**src/rtl/dma_chan_pkg.sv**
```systemverilog
package dma_chan_pkg;

   typedef enum logic [1:0] {
      ST_IDLE     = 2'd0,
      ST_WAIT_REQ = 2'd1,
      ST_XFER     = 2'd2,
      ST_DONE     = 2'd3
   } dma_state_e;

   typedef enum logic {
      PH_READ  = 1'b0,
      PH_WRITE = 1'b1
   } xfer_phase_e;

endpackage

```
**src/rtl/dma_addr_gen.sv**
```systemverilog
module dma_addr_gen #(
   parameter int ADDR_W = 16
) (
   input  logic              clk,
   input  logic              rst_n,
   input  logic              load,
   input  logic [ADDR_W-1:0] load_addr,
   input  logic              load_inc,
   input  logic              advance,
   output logic [ADDR_W-1:0] addr
);

   logic [ADDR_W-1:0] addr_q;
   logic              inc_q;

   always_ff @(posedge clk or negedge rst_n) begin
      if (!rst_n) begin
         addr_q <= '0;
         inc_q  <= 1'b0;
      end else if (load) begin
         addr_q <= load_addr;
         inc_q  <= load_inc;
      end else if (advance && inc_q) begin
         addr_q <= addr_q + ADDR_W'(1);
      end
   end

   assign addr = addr_q;

endmodule

```
**src/rtl/dma_count_unit.sv**
```systemverilog
module dma_count_unit #(
   parameter int CNT_W = 16,
   parameter int ARB_W = 4
) (
   input  logic             clk,
   input  logic             rst_n,
   input  logic             load,
   input  logic [CNT_W-1:0] load_count,
   input  logic [ARB_W-1:0] load_arb,
   input  logic             burst_load,
   input  logic             item_done,
   output logic [CNT_W-1:0] remaining,
   output logic             last_item,
   output logic             burst_last
);

   logic [CNT_W-1:0] remain_q;
   logic [ARB_W-1:0] arb_q;
   logic [ARB_W-1:0] burst_q;
   logic [ARB_W-1:0] arb_eff;

   // a burst length of zero behaves as one item per request
   assign arb_eff = (arb_q == '0) ? ARB_W'(1) : arb_q;

   always_ff @(posedge clk or negedge rst_n) begin
      if (!rst_n) begin
         remain_q <= '0;
         arb_q    <= '0;
      end else if (load) begin
         remain_q <= load_count;
         arb_q    <= load_arb;
      end else if (item_done) begin
         remain_q <= remain_q - CNT_W'(1);
      end
   end

   always_ff @(posedge clk or negedge rst_n) begin
      if (!rst_n) begin
         burst_q <= '0;
      end else if (burst_load) begin
         burst_q <= arb_eff;
      end else if (item_done && burst_q != '0) begin
         burst_q <= burst_q - ARB_W'(1);
      end
   end

   assign remaining  = remain_q;
   assign last_item  = (remain_q == CNT_W'(1));
   assign burst_last = (burst_q == ARB_W'(1));

endmodule

```
**src/rtl/dma_ctrl_fsm.sv**
```systemverilog
module dma_ctrl_fsm
   import dma_chan_pkg::*;
(
   input  logic clk,
   input  logic rst_n,
   input  logic start,
   input  logic count_zero,
   input  logic per_req,
   input  logic rd_ready,
   input  logic wr_ready,
   input  logic last_item,
   input  logic burst_last,
   output logic load,
   output logic burst_load,
   output logic rd_fire,
   output logic item_done,
   output logic rd_valid,
   output logic wr_valid,
   output logic done,
   output logic busy
);

   dma_state_e  state_q, state_d;
   xfer_phase_e phase_q, phase_d;

   always_ff @(posedge clk or negedge rst_n) begin
      if (!rst_n) begin
         state_q <= ST_IDLE;
         phase_q <= PH_READ;
      end else begin
         state_q <= state_d;
         phase_q <= phase_d;
      end
   end

   always_comb begin
      state_d    = state_q;
      phase_d    = phase_q;
      load       = 1'b0;
      burst_load = 1'b0;
      rd_fire    = 1'b0;
      item_done  = 1'b0;
      rd_valid   = 1'b0;
      wr_valid   = 1'b0;
      done       = 1'b0;
      unique case (state_q)
         ST_IDLE: begin
            if (start) begin
               load    = 1'b1;
               phase_d = PH_READ;
               state_d = count_zero ? ST_DONE : ST_WAIT_REQ;
            end
         end
         ST_WAIT_REQ: begin
            if (per_req) begin
               burst_load = 1'b1;
               phase_d    = PH_READ;
               state_d    = ST_XFER;
            end
         end
         ST_XFER: begin
            if (phase_q == PH_READ) begin
               rd_valid = 1'b1;
               if (rd_ready) begin
                  rd_fire = 1'b1;
                  phase_d = PH_WRITE;
               end
            end else begin
               wr_valid = 1'b1;
               if (wr_ready) begin
                  item_done = 1'b1;
                  phase_d   = PH_READ;
                  if (last_item) begin
                     state_d = ST_DONE;
                  end else if (burst_last) begin
                     state_d = ST_WAIT_REQ;
                  end
               end
            end
         end
         ST_DONE: begin
            done    = 1'b1;
            state_d = ST_IDLE;
         end
         default: state_d = ST_IDLE;
      endcase
   end

   assign busy = (state_q != ST_IDLE);

endmodule

```
**src/rtl/dma_channel.sv**
```systemverilog
module dma_channel #(
   parameter int ADDR_W = 16,
   parameter int CNT_W  = 16,
   parameter int ARB_W  = 4,
   parameter int DATA_W = 8
) (
   input  logic              clk,
   input  logic              rst_n,
   input  logic              start,
   input  logic [ADDR_W-1:0] cfg_src_addr,
   input  logic [ADDR_W-1:0] cfg_dst_addr,
   input  logic              cfg_src_inc,
   input  logic              cfg_dst_inc,
   input  logic [CNT_W-1:0]  cfg_count,
   input  logic [ARB_W-1:0]  cfg_arb,
   input  logic              per_req,
   output logic              per_done,
   output logic              busy,
   output logic [CNT_W-1:0]  remaining,
   output logic              rd_valid,
   output logic [ADDR_W-1:0] rd_addr,
   input  logic              rd_ready,
   input  logic [DATA_W-1:0] rd_data,
   output logic              wr_valid,
   output logic [ADDR_W-1:0] wr_addr,
   output logic [DATA_W-1:0] wr_data,
   input  logic              wr_ready
);

   localparam int MAX_BURST = (1 << ARB_W) - 1;

   generate
      if (ADDR_W < 2) begin : g_bad_addr
         $error("dma_channel: ADDR_W must be at least 2");
      end
      if (DATA_W < 1) begin : g_bad_data
         $error("dma_channel: DATA_W must be positive");
      end
      if (ARB_W < 1 || ARB_W > CNT_W) begin : g_bad_arb
         $error("dma_channel: ARB_W must be between 1 and CNT_W");
      end
      if (MAX_BURST < 1) begin : g_bad_burst
         $error("dma_channel: burst range is empty");
      end
   endgenerate

   logic load, burst_load, rd_fire, item_done;
   logic last_item, burst_last;
   logic [DATA_W-1:0] data_q;

   dma_ctrl_fsm u_fsm (
      .clk        (clk),
      .rst_n      (rst_n),
      .start      (start),
      .count_zero (cfg_count == '0),
      .per_req    (per_req),
      .rd_ready   (rd_ready),
      .wr_ready   (wr_ready),
      .last_item  (last_item),
      .burst_last (burst_last),
      .load       (load),
      .burst_load (burst_load),
      .rd_fire    (rd_fire),
      .item_done  (item_done),
      .rd_valid   (rd_valid),
      .wr_valid   (wr_valid),
      .done       (per_done),
      .busy       (busy)
   );

   dma_count_unit #(.CNT_W(CNT_W), .ARB_W(ARB_W)) u_count (
      .clk        (clk),
      .rst_n      (rst_n),
      .load       (load),
      .load_count (cfg_count),
      .load_arb   (cfg_arb),
      .burst_load (burst_load),
      .item_done  (item_done),
      .remaining  (remaining),
      .last_item  (last_item),
      .burst_last (burst_last)
   );

   dma_addr_gen #(.ADDR_W(ADDR_W)) u_src (
      .clk       (clk),
      .rst_n     (rst_n),
      .load      (load),
      .load_addr (cfg_src_addr),
      .load_inc  (cfg_src_inc),
      .advance   (item_done),
      .addr      (rd_addr)
   );

   dma_addr_gen #(.ADDR_W(ADDR_W)) u_dst (
      .clk       (clk),
      .rst_n     (rst_n),
      .load      (load),
      .load_addr (cfg_dst_addr),
      .load_inc  (cfg_dst_inc),
      .advance   (item_done),
      .addr      (wr_addr)
   );

   always_ff @(posedge clk or negedge rst_n) begin
      if (!rst_n) begin
         data_q <= '0;
      end else if (rd_fire) begin
         data_q <= rd_data;
      end
   end

   assign wr_data = data_q;

endmodule

```
**config.mk**
```make
export PLATFORM = sky130hd
export DESIGN_NAME = dma_channel
export DESIGN_NICKNAME = d
export VERILOG_FILES = /design/src/rtl/dma_chan_pkg.sv /design/src/rtl/dma_addr_gen.sv /design/src/rtl/dma_count_unit.sv /design/src/rtl/dma_ctrl_fsm.sv /design/src/rtl/dma_channel.sv
export SDC_FILE = /design/constraint.sdc
export NUM_CORES = 1
export LEC_CHECK = 0
export ABC_AREA = 1
export BUFFER_PORTS_ARGS = -buffer_cell sky130_fd_sc_hd__buf_2
export CORE_UTILIZATION = 50
export CTS_BUF_LIST = sky130_fd_sc_hd__clkbuf_2 sky130_fd_sc_hd__clkbuf_4 sky130_fd_sc_hd__clkbuf_8
export CTS_CLUSTER_DIAMETER = 60
export CTS_CLUSTER_SIZE = 10
export DETAILED_ROUTE_END_ITERATION = 6
export GPL_TIMING_DRIVEN = 0
export PLACE_DENSITY = 0.87
export SETUP_SLACK_MARGIN = 0.05
export SLEW_MARGIN = 20
export SYNTH_ARGS = -nofsm -noshare
export SYNTH_HDL_FRONTEND = slang
export SYNTH_SLANG_ARGS = --single-unit
```
**constraint.sdc**
```tcl
create_clock -name clk -period 2.1 [get_ports clk]
set_input_delay 0 -clock clk [delete_from_list [all_inputs] [get_ports clk]]
set_output_delay 0 -clock clk [all_outputs]
set_load 0.02 [all_outputs]
```
==> metrics.cfg <==
[die]
die_h_um=96.9
io_pins=128
die_area_mm2=0.00939
fp-row-count=34
core_area_mm2=0.00872
initial_utilization_pct=51.6
die_w_um=96.9

[cells_and_area]
multi_input_area_mm2=0.00242
num_antenna_cells=0
ff_latch_area_mm2=0.00173
fillers=710
drive_gt1_share_pct=22.7
finalNetCount=921
final_core_util_pct=69.7
area_delta_synth_final_pct=35.1

[route]
routed-wl-met2_mm=6.70
drc=0
routed_wl_mm=13.3
highest_layer=met4
dr.pass1.iters=6
detail-route-antenna-nets=0
vias_per_cell=5.21
routedWlPerCell_um=13.8
wl_met1_mm=5.50
dr.first_iter.drc_count=222
vias=4999
met3WireLength_um=852

[logic_synthesis]
synth_area_mm2=0.00450
yosys_register_bits=69
synth_fp_nets=724
yosysWarnings=0
synth_top_area_cell=dfrtp_1
netlist_instances=650
yosysSeqAreaShare_pct=38.3
synth.top_cell.area_share_pct=38.3
syn_avg_cell_area_um2=6.93
synth_area_leaders=dfrtp_1 (38%), nand2_1 (17%), nor2_1 (9.5%), nand3_1 (6.7%), inv_1 (5.1%)
ys_types=36

[timing]
skew_ns=0.0130
setup_violations=0
fin_setup_tns_ns=0
worst_pin_slew_ns=0.487
max_freq_ghz=0.609
period_needed_ns=1.64
finalMaxSlewViolations=0
rsz0062_at_grt=no
whs_ns=0.0150
setup_slack_ns=0.457
period_share_pct=78.2
hold_viol=0
slew_headroom_pct=67.5

[global_routing]
track_usage_pct=29.2
grt_start_max_net_pins=36
grt_pass1_wl_mm=22.2
antenna_found_initial=0
grt_pass1_vias=4724
grt_overflow=0

[critical_path]
cp-end-kind=flop
crit_arrival_ns=1.87
cpMostUsedCell=nor2_1
crit_path_max_incr_delay_ns=0.46
setup.worst_path.start_class=flop
r2r_start=u_fsm.state_q[1]$_DFFE_PN0P_
worst-setup-path-type=flop to flop
startpoint=u_fsm.state_q[1]$_DFFE_PN0P_
critPathMaxFanout=10
cp.required_ns=2.33
cpMaxStageDelayCell=dfrtp_1
worstPathCellList=nor2_1, nand2_2, buf_2, nor2_1, nor2_1, nand2_1, o21ai_0

[pwr]
power.switching_mw=4.13
p_leak_nw=3.22
p_per_area_mw_per_mm2=1360
ir_drop_mv=0.650
seq_power_share_pct=33.1
combPwrFrac_pct=53.0
netSwitchingFraction_pct=49.7
finalPower_mw=8.30
power.internal_mw=4.17
p_clk_share_pct=13.9

[cts]
cts_tree=done
cts-root-buf=clkbuf_8
postCtsResizedCells=0
cts.sinks=69
cts_buffers=9
path_clk_slew_ns=0.08
cts.htree.levels=3
worstSkewPairLatency_ns=0.36
clk_path_buf_depth=2

[place]
gp_congestion=0.902
port_buffers=127
post-dp-hpwl_mm=8.88
pre_cts_slack_ns=0.463

[status]
status=completed

[run]
cap_viol_max_count=0

[worst_hold_path]
min_from=cfg_dst_addr[7]
hold_class=input pin to flop

-- power by group through the flow --
stage | registers [mW] | logic, mW | clock network [mW]
after detailed placement | 2.73 | 4.26 | 0
after floorplan | 3.23 | 2.43 | 0
after global routing | 2.84 | 4.90 | 1.22
after global placement | 2.72 | 4.17 | 0
final | 2.75 | 4.39 | 1.15
after CTS | 2.72 | 4.37 | 1.15
-- Yosys cell counts (all sizes together) --
master	number
o211ai	6
o21ai	33
o221ai	2
nand3	60
o21bai	2
o31ai	1
a31oi	3
and2	1
or2	4
nand4	13
xnor2	1
a21oi	8
nand2	213
mux2	8
a211oi	1
nor2	119
inv	64
buf	16
xor2	13
o21a	1
ha	6
o22ai	1
nor3	5
dfrtp	69
-- per-layer routing --
metal / track usage, % / vias up
met5: 0 / -
met2: 51.0 / 218
met3: 4.05 / 23
li1: - / 2460
met1: 36.9 / 2298
met4: 9.87 / 0
-- path summary, 6_finish.rpt --
kind	endpoint	slack [ns]	cells past startpoint
max	u_dst.addr[8]$_DFFE_PN0P_	0.46	7
min	u_dst.addr[7]$_DFFE_PN0P_	0.01	5
max reg2reg	u_dst.addr[8]$_DFFE_PN0P_	0.46	7
min reg2reg	wr_data[1]$_DFFE_PN0P_	0.51	1
max in group asynchronous	u_count.remaining[0]$_DFFE_PN0P_	1.39	3
min in group asynchronous	u_src.addr[12]$_DFFE_PN0P_	0.15	2
-- critical path, delay by kind of cell (launching register included) --
kind / cells / cell delay (ns)
AND/OR/NAND/NOR: 5 / 0.72
flip-flops: 1 / 0.46
AO/OA/AOI/OAI: 1 / 0.08
buffers and inverters: 1 / 0.25
-- cell type report --
| type | count | area share, % |
|---|---|---|
| Sequential cell | 69 | 28.4 |
| Clock inverter | 5 | 0.987 |
| Timing Repair Buffer | 186 | 20.4 |
| Inverter | 64 | 3.95 |
| Buffer | 16 | 1.91 |
| Multi-Input combinational cell | 501 | 39.8 |
| Tap cell | 108 | 2.22 |
| Clock buffer | 11 | 2.39 |
-- per-stage QoR --
stage | cells | area, um^2
2_1_floorplan | 650 | 4500
3_3_place_gp | 885 | 5270
3_5_place_dp | 886 | 5300
4_1_cts | 960 | 6080
5_1_grt | 960 | 6080
6_report | 960 | 6080
-- sequential cells by signal (all words and copies together) (netlist names) --
register,cells
wr_data,8
u_fsm.phase_q,1
u_count.arb_q,4
u_src.inc_q,1
u_dst.inc_q,1
u_count.burst_q,4
u_count.remaining,16
u_src.addr,16
u_fsm.state_q,2
u_dst.addr,16
-- cells by family (layout without fill, tap and decap cells) --
kind of cell | after synthesis | in the layout | synth area share [%]
AND/OR/NAND/NOR | 415 | 415 | 38.9
multiplexers | 8 | 8 | 2.00
AO/OA/AOI/OAI | 58 | 58 | 8.47
adder cells (fa/ha/maj) | 6 | 6 | 1.67
buffers and inverters | 80 | 282 | 7.92
XOR/XNOR | 14 | 14 | 2.72
flip-flops | 69 | 69 | 38.3
-- placed cells by master, fill, tap and decap left out, types with 3 or more instances in the layout --
cell and count:
nand2_1 207, buf_2 135, nor2_1 114, dfrtp_1 69, inv_1 61, nand3_1 60, dlygate4sd3_1 58, o21ai_0 31
nand4_1 13, xor2_1 13, clkbuf_8 10, mux2_2 8, a21oi_1 6, o211ai_1 6, ha_1 6, nor3_1 5
nand2_4 4, buf_4 4, or2_2 4, inv_2 3, nor2_2 3, buf_6 3
-- repair_timing --
action,in CTS,in global routing
hold endpoints to repair,103,0
setup buffers,0,0
hold buffers,58,0
Power figures use the tool's default switching activity.
